[config.mk]
export PLATFORM = sky130hd
export DESIGN_NAME = dcr_hpf
export DESIGN_NICKNAME = d
export VERILOG_FILES = /design/src/rtl/dcr_pkg.sv /design/src/rtl/dcr_chan.sv /design/src/rtl/dcr_hpf.sv
export SDC_FILE = /design/constraint.sdc
export NUM_CORES = 1
export LEC_CHECK = 0
export ABC_AREA = 1
export CORE_MARGIN = 5
export CORE_UTILIZATION = 28
export DETAILED_ROUTE_END_ITERATION = 16
export GPL_TIMING_DRIVEN = 0
export PLACE_DENSITY = 0.4
export SLEW_MARGIN = 20
export SYNTH_ARGS = -nofsm -noshare
export SYNTH_HDL_FRONTEND = slang
export SYNTH_HIERARCHICAL = 1
export SYNTH_SLANG_ARGS = --single-unit
[constraint.sdc]
create_clock -name clk -period 8.87 [get_ports clk]
set_input_delay 1.3305 -clock clk [delete_from_list [all_inputs] [get_ports clk]]
set_output_delay 1.3305 -clock clk [all_outputs]
set_load 0.02 [all_outputs]
[src/rtl/dcr_pkg.sv]
package dcr_pkg;

    localparam int DCR_SAMPLE_W   = 18;
    localparam int DCR_GUARD_FRAC = 12;
    localparam int DCR_POLE_SHIFT = 12;
    localparam int DCR_CHANNELS   = 2;

    typedef enum logic {
        MODE_BYPASS = 1'b0,
        MODE_FILTER = 1'b1
    } dcr_mode_e;

    function automatic dcr_mode_e mode_from_pin(input logic en);
        return en ? MODE_FILTER : MODE_BYPASS;
    endfunction

endpackage

[src/rtl/dcr_chan.sv]
module dcr_chan
    import dcr_pkg::*;
#(
    parameter int W     = DCR_SAMPLE_W,
    parameter int FRAC  = DCR_GUARD_FRAC,
    parameter int SHIFT = DCR_POLE_SHIFT
) (
    input  logic                clk,
    input  logic                rst,
    input  logic                step,
    input  dcr_mode_e           mode,
    input  logic signed [W-1:0] x,
    output logic signed [W-1:0] y
);

    localparam int AS    = W + FRAC + 1;
    localparam int ACC_W = W + FRAC + 3;

    localparam logic signed [ACC_W-1:0] ACC_HI = {{(ACC_W-AS+1){1'b0}}, {(AS-1){1'b1}}};
    localparam logic signed [ACC_W-1:0] ACC_LO = {{(ACC_W-AS+1){1'b1}}, {(AS-1){1'b0}}};
    localparam logic signed [ACC_W-1:0] Y_HI   = {{(ACC_W-W+1){1'b0}}, {(W-1){1'b1}}};
    localparam logic signed [ACC_W-1:0] Y_LO   = {{(ACC_W-W+1){1'b1}}, {(W-1){1'b0}}};
    localparam logic signed [ACC_W-1:0] HALF   = {{(ACC_W-FRAC){1'b0}}, 1'b1, {(FRAC-1){1'b0}}};

    typedef struct packed {
        logic [W-1:0]  xprev;
        logic [AS-1:0] acc;
    } chan_state_t;

    chan_state_t st_q, st_d;
    logic signed [W-1:0]     y_d;
    logic signed [W-1:0]     filt;
    logic signed [ACC_W-1:0] x_e, xp_e, acc_e, diff, sum, rnd, rsh;
    logic signed [AS-1:0]    acc_new;

    always_comb begin
        x_e   = {{(ACC_W-W){x[W-1]}}, x};
        xp_e  = {{(ACC_W-W){st_q.xprev[W-1]}}, st_q.xprev};
        acc_e = {{(ACC_W-AS){st_q.acc[AS-1]}}, st_q.acc};
        diff  = x_e - xp_e;
        sum   = (diff <<< FRAC) + acc_e - (acc_e >>> SHIFT);

        if (sum > ACC_HI)      acc_new = {1'b0, {(AS-1){1'b1}}};
        else if (sum < ACC_LO) acc_new = {1'b1, {(AS-1){1'b0}}};
        else                   acc_new = sum[AS-1:0];

        rnd = {{(ACC_W-AS){acc_new[AS-1]}}, acc_new} + HALF;
        rsh = rnd >>> FRAC;

        if (rsh > Y_HI)      filt = {1'b0, {(W-1){1'b1}}};
        else if (rsh < Y_LO) filt = {1'b1, {(W-1){1'b0}}};
        else                 filt = rsh[W-1:0];
    end

    always_comb begin
        st_d = st_q;
        y_d  = y;
        if (step) begin
            st_d.xprev = x;
            if (mode == MODE_FILTER) begin
                st_d.acc = acc_new;
                y_d      = filt;
            end else begin
                st_d.acc = '0;
                y_d      = x;
            end
        end
    end

    always_ff @(posedge clk) begin
        if (rst) begin
            st_q <= '0;
            y    <= '0;
        end else begin
            st_q <= st_d;
            y    <= y_d;
        end
    end

endmodule

[src/rtl/dcr_hpf.sv]
module dcr_hpf
    import dcr_pkg::*;
#(
    parameter int W     = DCR_SAMPLE_W,
    parameter int FRAC  = DCR_GUARD_FRAC,
    parameter int SHIFT = DCR_POLE_SHIFT
) (
    input  logic                clk,
    input  logic                rst,
    input  logic                hpf_en,
    input  logic                in_valid,
    input  logic signed [W-1:0] in_l,
    input  logic signed [W-1:0] in_r,
    output logic                out_valid,
    output logic signed [W-1:0] out_l,
    output logic signed [W-1:0] out_r
);

    localparam int NCH = DCR_CHANNELS;

    dcr_mode_e           mode;
    logic signed [W-1:0] ch_in  [NCH];
    logic signed [W-1:0] ch_out [NCH];

    assign mode     = mode_from_pin(hpf_en);
    assign ch_in[0] = in_l;
    assign ch_in[1] = in_r;
    assign out_l    = ch_out[0];
    assign out_r    = ch_out[1];

    for (genvar c = 0; c < NCH; c++) begin : g_ch
        dcr_chan #(
            .W     (W),
            .FRAC  (FRAC),
            .SHIFT (SHIFT)
        ) u_chan (
            .clk  (clk),
            .rst  (rst),
            .step (in_valid),
            .mode (mode),
            .x    (ch_in[c]),
            .y    (ch_out[c])
        );
    end

    always_ff @(posedge clk) begin
        if (rst) out_valid <= 1'b0;
        else     out_valid <= in_valid;
    end

endmodule

Word level (Yosys, flattened, before mapping):

Index checks and enable logic that the tools add are counted.

* register bits: 135
* bits in latches: 0
* RAM bits: 0
* ROM bits: 0
* bits of input ports: 40
* logic and storage cells: 36
* memories kept: 0

* add/sub/neg operators: 8
* multiply operators: 0
* div/mod/pow operators: 0
* order comparisons: 8
* equal/unequal tests: 0
* shift operators: 0
* mux-type cells: 13
* bitwise logic cells: 0
* reduce and logical (&&, ||, !) cells: 0

Operators by type and width (count)
* 31-bit two-way mux: 6
* 18-bit two-way mux: 6
* 33-bit by 31-bit > comparator with 1-bit output, second input constant: 2
* 33-bit by 31-bit less-than comparator with 1-bit output, second input constant: 2
* 33-bit by 19-bit subtractor with 33-bit output: 2
* 31-bit by 13-bit adder with 32-bit output, second input constant: 2
* 31-bit by 31-bit adder with 32-bit output: 2
* 20-bit by 18-bit > comparator with 1-bit output, second input constant: 2
* 20-bit by 18-bit less-than comparator with 1-bit output, second input constant: 2
* 18-bit by 18-bit subtractor with 19-bit output: 2
* 1-bit two-way mux: 1

Longest topological paths before layout:

* word-level depth: 11
* depth in mapped cells: 53
* gate-level depth less buffers: 49

Modules after synthesis:

Netlist, hierarchy kept.

Modules (own cells, without submodules)
* dcr_chan at g_ch[0].u_chan: times used 1, cells each 1223, area each 7415.9 um^2, sequential area each 1341.3 um^2
* dcr_chan at g_ch[1].u_chan: times used 1, cells each 1240, area each 7397.1 um^2, sequential area each 1341.3 um^2
* dcr_hpf: times used 1, cells each 3, area each 30.0 um^2, sequential area each 20.0 um^2

Worst setup path after synthesis:

Ideal clock, no wire load.

* path type: input -> register
* start: input in_r[0]
* end: register g_ch[1].u_chan.y[10]
* library setup time: 0.139 ns
* data arrival time: 7.451 ns
* required time: 8.731 ns
* path slack: 1.280 ns
* stages: 46
* cell sequence: inv_1 > ha_1 > fa_1 > o21ai_0 > a21oi_1 > nor2_1 > nor2_1 > o31ai_1 > a21oi_1 > o21bai_1 > nand3_1 > nand2_1 > nand3_1 > nand2_1 > a21oi_1 > o21bai_1 > xor2_1 > fa_1 > (+10 left out) > nand3_1 > nand3_2 > buf_4 > clkbuf_1 > clkbuf_1 > nand2_1 > ha_1 > nand3_1 > nor2_4 > nand2_1 > nand2_1 > nand2_1 > nand2_2 > nand2_2 > buf_6 > nand3_2 > nand2_1 > a21oi_2

* word-level cells in the longest chain between the ends: 11

RTL lines
* from (decl): RTL line dcr_hpf.sv:13 `input logic signed [W-1:0] in_r,`
* 18-bit by 18-bit subtractor with 19-bit output (*): RTL line dcr_chan.sv:40 `diff = x_e - xp_e;`
* 31-bit by 31-bit adder with 32-bit output (*): RTL line dcr_chan.sv:41 `sum = (diff <<< FRAC) + acc_e - (acc_e >>> SHIFT);`
* 33-bit by 19-bit subtractor with 33-bit output (*): RTL line dcr_chan.sv:41
* 33-bit by 31-bit less-than comparator with 1-bit output: RTL line dcr_chan.sv:44 `else if (sum < ACC_LO) acc_new = {1'b1, {(AS-1){1'b0}}};`
* 31-bit two-way mux: RTL line dcr_chan.sv:44
* 31-bit two-way mux (*): RTL line dcr_chan.sv:43 `if (sum > ACC_HI) acc_new = {1'b0, {(AS-1){1'b1}}};`
* 31-bit by 13-bit adder with 32-bit output (*): RTL line dcr_chan.sv:47 `rnd = {{(ACC_W-AS){acc_new[AS-1]}}, acc_new} + HALF;`
* 20-bit by 18-bit less-than comparator with 1-bit output: RTL line dcr_chan.sv:51 `else if (rsh < Y_LO) filt = {1'b1, {(W-1){1'b0}}};`
* 18-bit two-way mux: RTL line dcr_chan.sv:51
* 18-bit two-way mux (*): RTL line dcr_chan.sv:50 `if (rsh > Y_HI) filt = {1'b0, {(W-1){1'b1}}};`
* 18-bit two-way mux (*): RTL line dcr_chan.sv:60 `if (mode == MODE_FILTER) begin`
* to (signal assigned): RTL line dcr_chan.sv:76 `y <= y_d;`
* to (decl): RTL line dcr_chan.sv:13 `output logic signed [W-1:0] y`

Every way passes the cells marked *; elsewhere a longest branch is shown, timed or not.
A chain may end at the register's enable or synchronous reset.

Final worst setup path:

* start: input in_r[0]
* end: register g_ch[1].u_chan.y[13]

The elaborated chain is that of the path after synthesis.

==> metrics.yaml <==
die:
  num_io_pins: 77
  num_rows: 84
  die_w_um: 240
  initial_core_util: 0.282
  die_y_um: 240
  dieArea_mm2: 0.0577
  core_area_mm2: 0.0526
critical_path:
  path_common_cell: "nand2_1"
  critPathArrivalTime_ns: 8.71
  slowest_stage: "clkdlybuf4s50_1"
  worstPathMaxFanout: 28
  end_kind: "flop"
  start_kind: "input port"
  required_ns: 9.16
  critPathMaxStageDelay_ns: 0.54
  criticalPathCategory: "in2reg"
grt:
  grt_max_degree: 20
  antenna_found_initial: 2
  overflow: 0
  grt_usage: 0.191
  grt_pass1_wl_um: 84200
  grt_pass1_vias: 14100
synth:
  synthCells: 2466
  syn_area_mm2: 0.0148
  synth_cell_type_count: 48
  postSynthAreaPerCell_um2: 6.02
  synthFlopType: "dfxtp_1"
  yosys_warnings: 6
  synth-seq-area-share: 0.182
  ys_ff_latch: 135
  synth_edf_count: 0
  async_flop_share: 0
  syn_nets: 2668
place:
  place_hpwl_um: 48000
  place_area_mm2: 0.0165
  place_congestion: 0.917
  port-buffer-count: 75
  place_inst: 3229
routing:
  firstDrtPassIters: 5
  route.detailed.drc: 0
  viasPerCell: 4.65
  wirelength_um: 56000
  drtIter0Drc: 1060
  drtAntennaViolNets: 0
  avgRoutedWirePerCell_um: 17.2
  vias: 15200
cts:
  cts-root-buf: "clkbuf_16"
  clk_pin_slew_ns: 0.06
  htreeDepth: 4
  cts_tree: "done"
  numClockSinks: 135
  cts_made_buffers: 17
  clk_path_buf_depth: 2
  clock_latency_ns: 0.43
sta:
  setup_violations: 0
  fin_crit_sh: 0.949
  rsz0062_at_grt: "false"
  finalHoldViolCount: 0
  drv_slew: 0
  fin_skew_ns: 0.00539
  period_needed_ns: 8.41
  tightest_slew_ns: 0.862
  maxSlewHeadroom: 0.425
  max_freq_mhz: 119
layout:
  fin_util: 0.326
  final_cell_mix: "nand2_1, inv_1, a21oi_1, dfxtp_1, ha_1"
  fin_cells: 3261
  finalInstanceArea_mm2: 0.0171
  nets: 2764
  layout_commonest_cell: "nand2_1"
  drive_gt1_frac: 0.0847
  syn2layout_area_growth_pct: 15.4
  antenna_cells: 0
hold_path:
  hp-class: "reg2reg"
job:
  cap_violations: 0
outcome:
  status: "finished clean"
[per-layer routing]
layer / track usage / vias to the layer above / wire length, um
li1: - / 7808 / -
met2: 0.283 / 287 / 23500
met1: 0.297 / 7000 / 29500
met3: 0.0234 / 51 / 2360
met5: 0 / - / 27
met4: 0.0359 / 4 / 708
[flip-flops by register name, summed over array words and instances (netlist names)]
register and cells:
g_ch.u_chan/st_q 36, g_ch.u_chan/y 36, out_valid 1, g_ch.u_chan/acc_e 62
[worst paths after layout]
kind / startpoint / endpoint / slack (ns) / cells past startpoint
setup / recovery: in_r[0] / g_ch[1].u_chan/y[13] / 0.46 / 44
hold / removal: g_ch[1].u_chan/st_q[46] / g_ch[1].u_chan/st_q[46] / 0.46 / 2
setup reg to reg: g_ch[1].u_chan/st_q[31] / g_ch[1].u_chan/y[13] / 1.66 / 42
hold reg to reg: g_ch[1].u_chan/st_q[46] / g_ch[1].u_chan/st_q[46] / 0.46 / 2
[worst max-delay path, delay by kind of cell]
family	cells	cell delay, ns
AO/OA/AOI/OAI	8	1.45
adder cells (fa/ha/maj)	5	1.66
buffers and inverters	5	1.08
XOR/XNOR	1	0.46
AND/OR/NAND/NOR	25	2.72
[repair_timing]
action	in CTS	in global routing
pin swaps	0	6
hold buffers	0	0
setup buffers	0	5
setup endpoints to repair	35	36
resized for setup	9	27
gates cloned	0	0
[per-stage QoR]
| stage | hold WS, ns | setup WS [ns] | setup TNS (ns) |
|---|---|---|---|
| finish | 0.459 | 0.455 | 0 |
| global route | 0.483 | 0.00171 | 0 |
| CTS | 0.463 | 0.0143 | 0 |
| detailed placement | 0.454 | -1.15 | -28.51 |
| global placement | 0.449 | -1.16 | -29.38 |
| floorplan | 0.441 | 1.28 | 0 |
[logic make-up (layout without fill, tap and decap cells)]
logic type / after synthesis / after routing / synth area share
flops: 135 / 135 / 0.182
buf+inv: 506 / 613 / 0.133
compound gates: 290 / 290 / 0.112
fa+ha+maj: 162 / 162 / 0.157
xor+xnor: 66 / 66 / 0.0395
simple gates: 1307 / 1307 / 0.377
[cells in the mapped netlist, drive strengths merged (7+ instances only)]
cell type / n / area share
inv: 443 / 0.11
dfxtp: 135 / 0.18
xor2: 40 / 0.024
o21ai: 54 / 0.019
fa: 40 / 0.054
xnor2: 26 / 0.016
clkbuf: 41 / 0.010
o21bai: 7 / 0.0035
o31ai: 14 / 0.0094
nand3b: 16 / 0.0081
nand3: 144 / 0.059
nor2: 139 / 0.041
nand4: 19 / 0.0080
nor3: 17 / 0.0067
a21oi: 206 / 0.075
nand2: 963 / 0.25
buf: 20 / 0.010
ha: 122 / 0.10
[layout make-up]
type	instances	area (um2)
well taps	688	861
clock buffers	21	450
inverters	445	1670
plain buffers	58	298
fillers	6013	35400
multi-input cells	1825	10300
clock inverters	9	80.1
flip-flops and latches	135	2700
repair buffers	80	788
Power is left out: the tool's default activity adds up to more than one toggle a clock period on the data nets, which glitch-free logic cannot reach.
